--- src/rtl/sdram_refresh_seq.sv ---
module sdram_refresh_seq #(
  parameter int IVL_W = 16,
  parameter int ROWS = 4096,
  parameter logic [IVL_W-1:0] IVL_RESET = 16'd195
) (
  input  logic             clk,
  input  logic             rst_n,
  input  logic             sr_en,
  input  logic             pd_en,
  input  logic             full_before,
  input  logic             full_after,
  input  logic             ivl_we,
  input  logic [IVL_W-1:0] ivl_wdata,
  input  logic             grant,
  output logic             req_ref,
  output logic             req_sr_enter,
  output logic             req_sr_exit,
  output logic             req_pd_enter,
  output logic             req_pd_exit,
  output logic             sr_flag
);
  localparam int ROW_W = $clog2(ROWS + 1);

  typedef enum logic [3:0] {
    S_RUN, S_PRE, S_SRE, S_SELF, S_SRX, S_POST, S_PDE, S_PWRDN, S_PDX
  } st_t;
  typedef enum logic [2:0] {K_REF, K_SRE, K_SRX, K_PDE, K_PDX} kind_t;

  st_t              st;
  kind_t            kind;
  logic             req, pend, full_b_l;
  logic [IVL_W-1:0] ivl, cnt;
  logic [ROW_W-1:0] left;

  wire take = req && grant;
  wire due  = (st == S_RUN) && (cnt <= IVL_W'(1));

  always_ff @(posedge clk) begin
    if (!rst_n) begin
      st       <= S_RUN;
      kind     <= K_REF;
      req      <= 1'b0;
      pend     <= 1'b0;
      full_b_l <= 1'b0;
      ivl      <= IVL_RESET;
      cnt      <= IVL_RESET;
      left     <= '0;
      sr_flag  <= 1'b0;
    end else begin
      if (ivl_we) ivl <= ivl_wdata;
      if (take) req <= 1'b0;
      if (st == S_RUN) begin
        if (due) begin
          cnt  <= ivl;
          pend <= 1'b1;
        end else begin
          cnt <= cnt - IVL_W'(1);
        end
      end
      case (st)
        S_RUN: if (!req) begin
          if (sr_en) begin
            st       <= S_PRE;
            left     <= full_before ? ROW_W'(ROWS) : ROW_W'(1);
            full_b_l <= full_before;
            pend     <= 1'b0;
          end else if (pend) begin
            req  <= 1'b1;
            kind <= K_REF;
            pend <= due;
          end else if (pd_en && !due) begin
            req  <= 1'b1;
            kind <= K_PDE;
            st   <= S_PDE;
          end
        end
        S_PRE: begin
          if (take) begin
            left <= left - ROW_W'(1);
            if (left == ROW_W'(1)) st <= S_SRE;
          end else if (!req) begin
            req  <= 1'b1;
            kind <= K_REF;
          end
        end
        S_SRE: begin
          if (take) begin
            st      <= S_SELF;
            sr_flag <= full_b_l;
          end else if (!req) begin
            req  <= 1'b1;
            kind <= K_SRE;
          end
        end
        S_SELF: if (!sr_en) st <= S_SRX;
        S_SRX: begin
          if (take) begin
            st      <= S_POST;
            left    <= full_after ? ROW_W'(ROWS) : ROW_W'(1);
            sr_flag <= 1'b0;
          end else if (!req) begin
            req  <= 1'b1;
            kind <= K_SRX;
          end
        end
        S_POST: begin
          if (take) begin
            left <= left - ROW_W'(1);
            if (left == ROW_W'(1)) begin
              st   <= S_RUN;
              cnt  <= ivl;
              pend <= 1'b0;
            end
          end else if (!req) begin
            req  <= 1'b1;
            kind <= K_REF;
          end
        end
        S_PDE: if (take) st <= S_PWRDN;
        S_PWRDN: if (!pd_en || sr_en) st <= S_PDX;
        S_PDX: begin
          if (take) begin
            st   <= S_RUN;
            cnt  <= ivl;
            pend <= 1'b0;
          end else if (!req) begin
            req  <= 1'b1;
            kind <= K_PDX;
          end
        end
        default: st <= S_RUN;
      endcase
    end
  end

  assign req_ref      = req && (kind == K_REF);
  assign req_sr_enter = req && (kind == K_SRE);
  assign req_sr_exit  = req && (kind == K_SRX);
  assign req_pd_enter = req && (kind == K_PDE);
  assign req_pd_exit  = req && (kind == K_PDX);

  p_hold_r3: assert property (@(posedge clk) disable iff (!rst_n)
    (req && !grant) |=> (req && $stable(kind)));
  p_drop_r3: assert property (@(posedge clk) disable iff (!rst_n)
    take |=> !req);
  p_onehot_r4: assert property (@(posedge clk) disable iff (!rst_n)
    $onehot0({req_ref, req_sr_enter, req_sr_exit, req_pd_enter, req_pd_exit}));
  p_quiet_r8: assert property (@(posedge clk) disable iff (!rst_n)
    (st == S_SELF || st == S_PWRDN) |-> !req_ref);
  p_flag_r7: assert property (@(posedge clk) disable iff (!rst_n)
    sr_flag |-> (st == S_SELF || st == S_SRX));
  p_pend_r11: assert property (@(posedge clk) disable iff (!rst_n)
    (st == S_RUN && pend && !req && !sr_en) |=> req_ref);
  p_pd_entry_r9: assert property (@(posedge clk) disable iff (!rst_n)
    $rose(req_pd_enter) |-> (!$past(sr_en) && $past(st) == S_RUN));
endmodule

--- config.mk ---
export PLATFORM = sky130hd
export DESIGN_NAME = sdram_refresh_seq
export DESIGN_NICKNAME = d
export VERILOG_FILES = /design/src/rtl/sdram_refresh_seq.sv
export SDC_FILE = /design/constraint.sdc
export NUM_CORES = 1
export LEC_CHECK = 0
export BUFFER_PORTS_ARGS = -buffer_cell sky130_fd_sc_hd__buf_2
export CAP_MARGIN = 15
export CORE_MARGIN = 4
export CORE_UTILIZATION = 30
export CTS_CLUSTER_SIZE = 30
export DETAILED_ROUTE_END_ITERATION = 10
export GPL_TIMING_DRIVEN = 0
export PLACE_DENSITY = 0.59
export SYNTH_ARGS = -nofsm -noshare
export SYNTH_HDL_FRONTEND = slang
export SYNTH_SLANG_ARGS = --single-unit
--- constraint.sdc ---
create_clock -name clk -period 1.9 [get_ports clk]
set_input_delay 0.19 -clock clk [delete_from_list [all_inputs] [get_ports clk]]
set_output_delay 0.19 -clock clk [all_outputs]
set_load 0.01 [all_outputs]
==> qor.csv, run 1 <==
stage,metric,value,unit
status,status,"complete, but fails checks",
status,failing checks,negative setup slack,
floorplanning,I/O pin cnt,30,
worst_setup_path,Worst setup EP type,register,
cells_and_area,fin nets,436,
cells_and_area,fraction of layout cells with a size suffix above 1,29.2,%
detailed_routing,DR vias/cell,5.27,
worst_setup_path,R2R setup slack,-0.13,ns
sta,clk_skew,0.0136,ns
global_routing,largest net degree at the start of global routing,16,
sta,Max Freq,492,MHz
yosys,asr flop ratio synth,0,%
placed_design,Port Buffers,28,
worst_setup_path,Critical Path Start Type,register,
yosys,commonest cells in the synthesized netlist,"dfxtp_1, nor2_1, a21oi_1",
power_and_ir_drop,Static Leakage,1.49,nW
yosys,"count leader, synth",dfxtp_1,
global_routing,vias in the first global route,2767,
detailed_routing,Vias,2845,
power_and_ir_drop,power per cell area,1150,mW/mm²
yosys,Cell variety after synth,58,
yosys,Mapped Cells,359,
sta,fin crit share,107,%
detailed_routing,remaining antenna violation count,0,
cells_and_area,ant diodes,0,
floorplanning,core area,0.00986,mm²
yosys,fraction of the yosys area taken by sequential cells,36.4,%
yosys,main area contributors after synthesis,"dfxtp_1, mux2i_1, nor2_1",
floorplanning,Chip Width,109,µm
cells_and_area,Reg area,0.00114,mm²
global_routing,initial antenna violation count,0,
clocking,CTS buffer count,5,
floorplanning,row count,36,
sta,RSZ-0062 raised after global routing,true,
yosys,Synth top area share,36.4,%
worst_setup_path,crit-path max FO,6,
global_routing,global-route wire length before repair,13.3,mm
worst_setup_path,CP Class,register to register,
cells_and_area,area grow syn2layout,28.2,%
cells_and_area,Filler cells,990,
sta,Fin. Hold Viols,0,
cells_and_area,area of the multi-input gates,0.00208,mm²
clocking,H-Tree Depth,2,
yosys,Most used DFF post-synth,dfxtp_1,
clocking,CTS tree,yes,
worst_setup_path,Setup crit start,cnt[10],
detailed_routing,DRT Wirelength,8.18,mm
floorplanning,area of the die,0.0119,mm²
sta,Worst slew margin,49.0,%
worst_setup_path,Crit Reg-Reg Startpoint,cnt[10],
global_routing,GRT Total Usage,14.0,%
detailed_routing,# DRC,0,
clocking,hold_buf cts,0,
worst_setup_path,R2R depth,6,
placed_design,GP Congestion,0.907,
worst_setup_path,crit path DAT,2.27,ns
power_and_ir_drop,Worst VDD drop,0.392,mV
yosys,syn nets,387,
sta,final setup TNS,-1.42,ns
sta,"Slew Viols, Final",0,
power_and_ir_drop,Total Power,4.54,mW
yosys,Post-synth EDFFs,0,
placed_design,hpwl dp,5.73,mm
clocking,Worst-Skew Late Latency,0.31,ns
worst_setup_path,worst flop-to-flop path endpoint,cnt[9],
flow_run,MaxCap Viol Count,0,
clocking,CTS Sinks,56,
detailed_routing,DRT Pass-1 Iters,4,
worst_setup_path,Worst Path Required,2.14,ns
floorplanning,Die Span Y,109,µm
placed_design,pre-CTS setup slack,-0.576,ns
cells_and_area,final core utilization,40.0,%
yosys,synthesized area,0.00308,mm²
sta,minimum clock period,2.03,ns
clocking,CTS max path bufs,2,
detailed_routing,1st-iter DRT viols,175,
yosys,"Warnings, synthesis",0,
clocking,Clock Root Buffer,clkbuf_8,
global_routing,total grt overflow,0,
worst_setup_path,Worst Setup EP,cnt[9],
clocking,Worst-path clk slew,0.10,ns
sta,Worst-Margin Slew,0.765,ns
yosys,"flops & latches, synth",56,
sta,Setup Viol. Count Final,15,
hold_path,min-delay worst type,input pin to register,
yosys,Yosys top cell by area,dfxtp_1,
sta,Final WS setup,-0.132,ns
floorplanning,Initial Utilization,31.2,%
detailed_routing,Avg WL per Cell,15.2,µm
yosys,Avg Inst Size Synth,8.57,µm²
## registers in the layout (all words and copies together) (netlist names)
signal    count
cnt          16
ivl          16
full_b_l      1
st            4
kind          3
sr_flag       1
req           1
left         13
pend          1
## final cells by class
cell class / count / area share, %
Timing Repair Buffer: 45 / 7.39
Sequential cell: 56 / 28.8
Clock inverter: 1 / 0.761
Multi-Input combinational cell: 270 / 52.9
Inverter: 11 / 1.05
Tap cell: 133 / 4.22
Clock buffer: 5 / 1.74
Buffer: 19 / 3.14
## routing by layer
layer	GRT usage (%)	part of all wire [%]	up-vias
met2	21.7	47	71
met1	19.2	47	1339
met3	2.19	3.7	16
li1	-	-	1419
met5	0	0	-
met4	6.23	2.3	0
## how the worst min path moves through the flow
stage,startpoint,endpoint,cells after the start,slack (ns)
CTS,ivl_wdata[1],ivl[1],3,0.09
detailed placement,ivl_wdata[6],ivl[6],3,0.42
global placement,ivl_wdata[7],ivl[7],3,0.41
finish,ivl_wdata[1],ivl[1],3,0.1
global route,ivl_wdata[0],ivl[0],3,0.09
floorplan,ivl_wdata[1],ivl[1],2,0.32
## worst max-delay path, cell delays in order, from the launching register on
cell and delay [ns]:
dfxtp_2 0.33, or4_4 0.56, or3_4 0.40, nor3_4 0.23
nor2_4 0.09, buf_6 0.16, a211oi_2 0.17
## cells in the final DEF (no fill, tap or decap), drive strengths merged, types with 6 or more instances in the layout
cell type / instances
o21ai: 17
nand3: 8
xnor2: 11
inv: 11
a211oi: 17
xor2: 6
a21oi: 24
buf: 52
nor4: 9
nor3: 20
dfxtp: 56
nand2: 23
clkbuf: 17
nor2: 39
mux2i: 19
or3: 10
## metrics by stage
step	instance area (µm²)	std cells	hold WS [ns]
after floorplan	3080	359	0.318
after global placement	3390	520	0.410
after detailed placement	3390	520	0.417
after CTS	3710	530	0.0885
after global routing	3940	540	0.0877
final	3940	540	0.0993
## where the power goes
group,internal (mW),total (mW),switching [mW]
logic,0.965,2.16,1.20
clock network,0.379,0.767,0.388
registers,1.38,1.61,0.226
## repair_timing
action,4_1_cts,5_1_grt
setup buffers,5,11
pin swaps,9,14
resized for setup,43,39
hold endpoints to repair,0,0
setup endpoints to repair,38,36
cloned,1,0
## cell families after synthesis
family                   count (synthesis)  share of synthesized area (%)
AO/OA/AOI/OAI                           95                           22.3
multiplexers                            19                           6.18
adder cells (fa/ha/maj)                  4                           1.63
AND/OR/NAND/NOR                        135                           23.9
flip-flops                              56                           36.4
XOR/XNOR                                17                           4.84
buffers and inverters                   33                           4.68
No activity file was read; power rests on OpenSTA's default activity.
==> inputs of run 2 (changes only) <==
--- a/config.mk
+++ b/config.mk
@@ -8,11 +8,10 @@
 export BUFFER_PORTS_ARGS = -buffer_cell sky130_fd_sc_hd__buf_2
 export CAP_MARGIN = 15
 export CORE_MARGIN = 4
-export CORE_UTILIZATION = 30
-export CTS_CLUSTER_SIZE = 30
+export CORE_UTILIZATION = 53
 export DETAILED_ROUTE_END_ITERATION = 10
 export GPL_TIMING_DRIVEN = 0
-export PLACE_DENSITY = 0.59
+export PLACE_DENSITY = 0.86
 export SYNTH_ARGS = -nofsm -noshare
 export SYNTH_HDL_FRONTEND = slang
 export SYNTH_SLANG_ARGS = --single-unit
==> run 2 against run 1 <==
  * The run still ends with negative setup slack left
  * Flip-flop and latch count is the same
  * Worst hold slack got worse by 0.013 ns
  * Design area down 1.0%
  * Critical path type unchanged
  * Largest power group unchanged
==> qor.csv, run 2 (synthesis results as in run 1) <==
stage,metric,value,unit
detailed_routing,Avg WL per Cell,18.9,µm
detailed_routing,Vias,3152,
sta,Max Freq,480,MHz
global_routing,vias in the first global route,3031,
clocking,Worst-Skew Late Latency,0.31,ns
placed_design,pre-CTS setup slack,-0.464,ns
floorplanning,core area,0.00557,mm²
sta,Worst-Margin Slew,0.752,ns
floorplanning,area of the die,0.00709,mm²
cells_and_area,"commonest cells after routing, fill and taps aside","dfxtp_1, nor2_1, buf_2",
clocking,CTS max path bufs,2,
sta,Worst slew margin,49.8,%
sta,Fin. Hold Viols,0,
sta,clk_skew,0.00925,ns
cells_and_area,area grow syn2layout,26.9,%
floorplanning,Chip Width,84.2,µm
clocking,Clock Root Buffer,clkbuf_8,
global_routing,GR peak layer,met2,
detailed_routing,1st-iter DRT viols,456,
worst_setup_path,Critical Path Start Type,register,
power_and_ir_drop,power per cell area,1160,mW/mm²
global_routing,global-route wire length before repair,13.8,mm
clocking,H-Tree Depth,2,
floorplanning,row count,27,
detailed_routing,# DRC,0,
cells_and_area,Final Non-Filler Cells,483,
hold_path,hold path start,ivl_wdata[7],
hold_path,worst hold path cell count,3,
worst_setup_path,Worst setup EP type,register,
clocking,CTS Sinks,56,
clocking,CTS tree,yes,
worst_setup_path,Setup crit start,cnt[8],
floorplanning,I/O pin cnt,30,
worst_setup_path,slowest CP cell,or4_4,
cells_and_area,Filler cells,391,
placed_design,dpl cells,459,
global_routing,total grt overflow,0,
placed_design,Placed Area,0.00331,mm²
worst_setup_path,worst path cell trace,or4_4 -> or3_4 -> nor3_4 -> buf_4 -> buf_6 -> o21ai_0 -> o211ai_1,
sta,minimum clock period,2.08,ns
cells_and_area,fraction of layout cells with a size suffix above 1,31.6,%
clocking,CTS buffer count,5,
status,failing checks,negative setup slack,
sta,"Slew Viols, Final",0,
cells_and_area,biggest regs,"cnt: 16 flops, ivl: 16 flops, left: 13 flops",
global_routing,GR Util met2,39.4,%
sta,final setup TNS,-2.60,ns
placed_design,hpwl dp,5.54,mm
power_and_ir_drop,Worst VDD drop,0.818,mV
global_routing,met1 track demand over resource,28.9,%
placed_design,GP Congestion,0.902,
worst_setup_path,Worst Path Buf+Inv,2,
clocking,hold_buf cts,0,
global_routing,GRT Total Usage,23.1,%
detailed_routing,DRT Wirelength,9.14,mm
worst_setup_path,Worst Path Required,2.14,ns
worst_setup_path,crit path DAT,2.32,ns
hold_path,min-delay worst type,input pin to register,
detailed_routing,DRT Pass-1 Iters,5,
global_routing,grt met3 use,3.73,%
placed_design,Port Buffers,28,
floorplanning,Die Span Y,84.2,µm
cells_and_area,"commonest non-fill, non-tap cell in the layout",dfxtp_1,
worst_setup_path,Worst path max stage delay,0.54,ns
cells_and_area,ant diodes,0,
sta,Setup Viol. Count Final,21,
cells_and_area,Final Cell Area,0.00390,mm²
worst_setup_path,R2R depth,7,
worst_setup_path,Critical Path Stages,7,
detailed_routing,remaining antenna violation count,0,
global_routing,largest net degree at the start of global routing,18,
worst_setup_path,crit-path max FO,4,
flow_run,MaxCap Viol Count,0,
global_routing,initial antenna violation count,0,
worst_setup_path,"CP delay by family, top",simple AND/OR/NAND/NOR gates,
floorplanning,Initial Utilization,55.2,%
status,status,"complete, but fails checks",
clocking,Worst-path clk slew,0.10,ns
worst_setup_path,Crit Reg-Reg Startpoint,cnt[8],
sta,RSZ-0062 raised after global routing,true,
sta,Final WS setup,-0.183,ns
sta,fin crit share,110,%
detailed_routing,DR vias/cell,6.53,
power_and_ir_drop,Static Leakage,1.49,nW
cells_and_area,fin nets,438,
worst_setup_path,CP Class,register to register,
## run 2: cell count changes in the layout (fill, tap and decap cells not counted), sizes merged
cell,delta
clkinv,+1
buf,+1
o21ai,+1
clkinvlp,+1
## run 2: stage by stage
stage	hold slack [ns]	util (%)	power, mW
2_1_floorplan	0.318	-	2.81
3_3_place_gp	0.404	59.4	3.12
3_5_place_dp	0.409	59.4	3.20
4_1_cts	0.0834	63.9	4.12
5_1_grt	0.0973	70.0	4.78
6_report	0.0868	70.0	4.54
## run 2: layer usage
metal	part of all wire, %	wire length [µm]
met2	48	4340
met3	9.6	879
met5	0	0
met1	39	3590
met4	3.6	325
## run 2: path summary, 6_finish.rpt
kind / endpoint / slack (ns)
setup reg to reg: cnt[7] / -0.18
setup / recovery: cnt[7] / -0.18
hold / removal: ivl[7] / 0.09
hold reg to reg: kind[1] / 0.48
## run 2: power by group
group	switching [mW]	internal (mW)	total [mW]
Sequential	0.269	1.38	1.65
Clock	0.402	0.391	0.793
Combinational	1.23	0.870	2.10
## run 2: what timing repair did
| item | in CTS | in global routing |
|---|---|---|
| buffers inserted | 9 | 9 |
| pin swaps | 5 | 22 |
| gates cloned | 1 | 1 |
| endpoints found under the setup margin | 38 | 37 |
| resized for setup | 26 | 59 |
| hold endpoints to repair | 0 | 0 |
## run 2: final cells by class
cell class	count	area (µm²)	area share (%)
Sequential cell	56	1140	29.2
Clock inverter	3	42.5	1.09
Clock buffer	5	68.8	1.76
Timing Repair Buffer	47	290	7.44
Multi-Input combinational cell	271	2130	54.5
Inverter	11	41.3	1.06
Tap cell	72	90.1	2.31
Buffer	18	106	2.72
## run 2: worst register-to-register path, cell delays in order, from the launching register on
cell and delay [ns]:
dfxtp_2 0.33, or4_4 0.54, or3_4 0.42, nor3_4 0.23, buf_4 0.17, buf_6 0.10
o21ai_0 0.09, o211ai_1 0.13
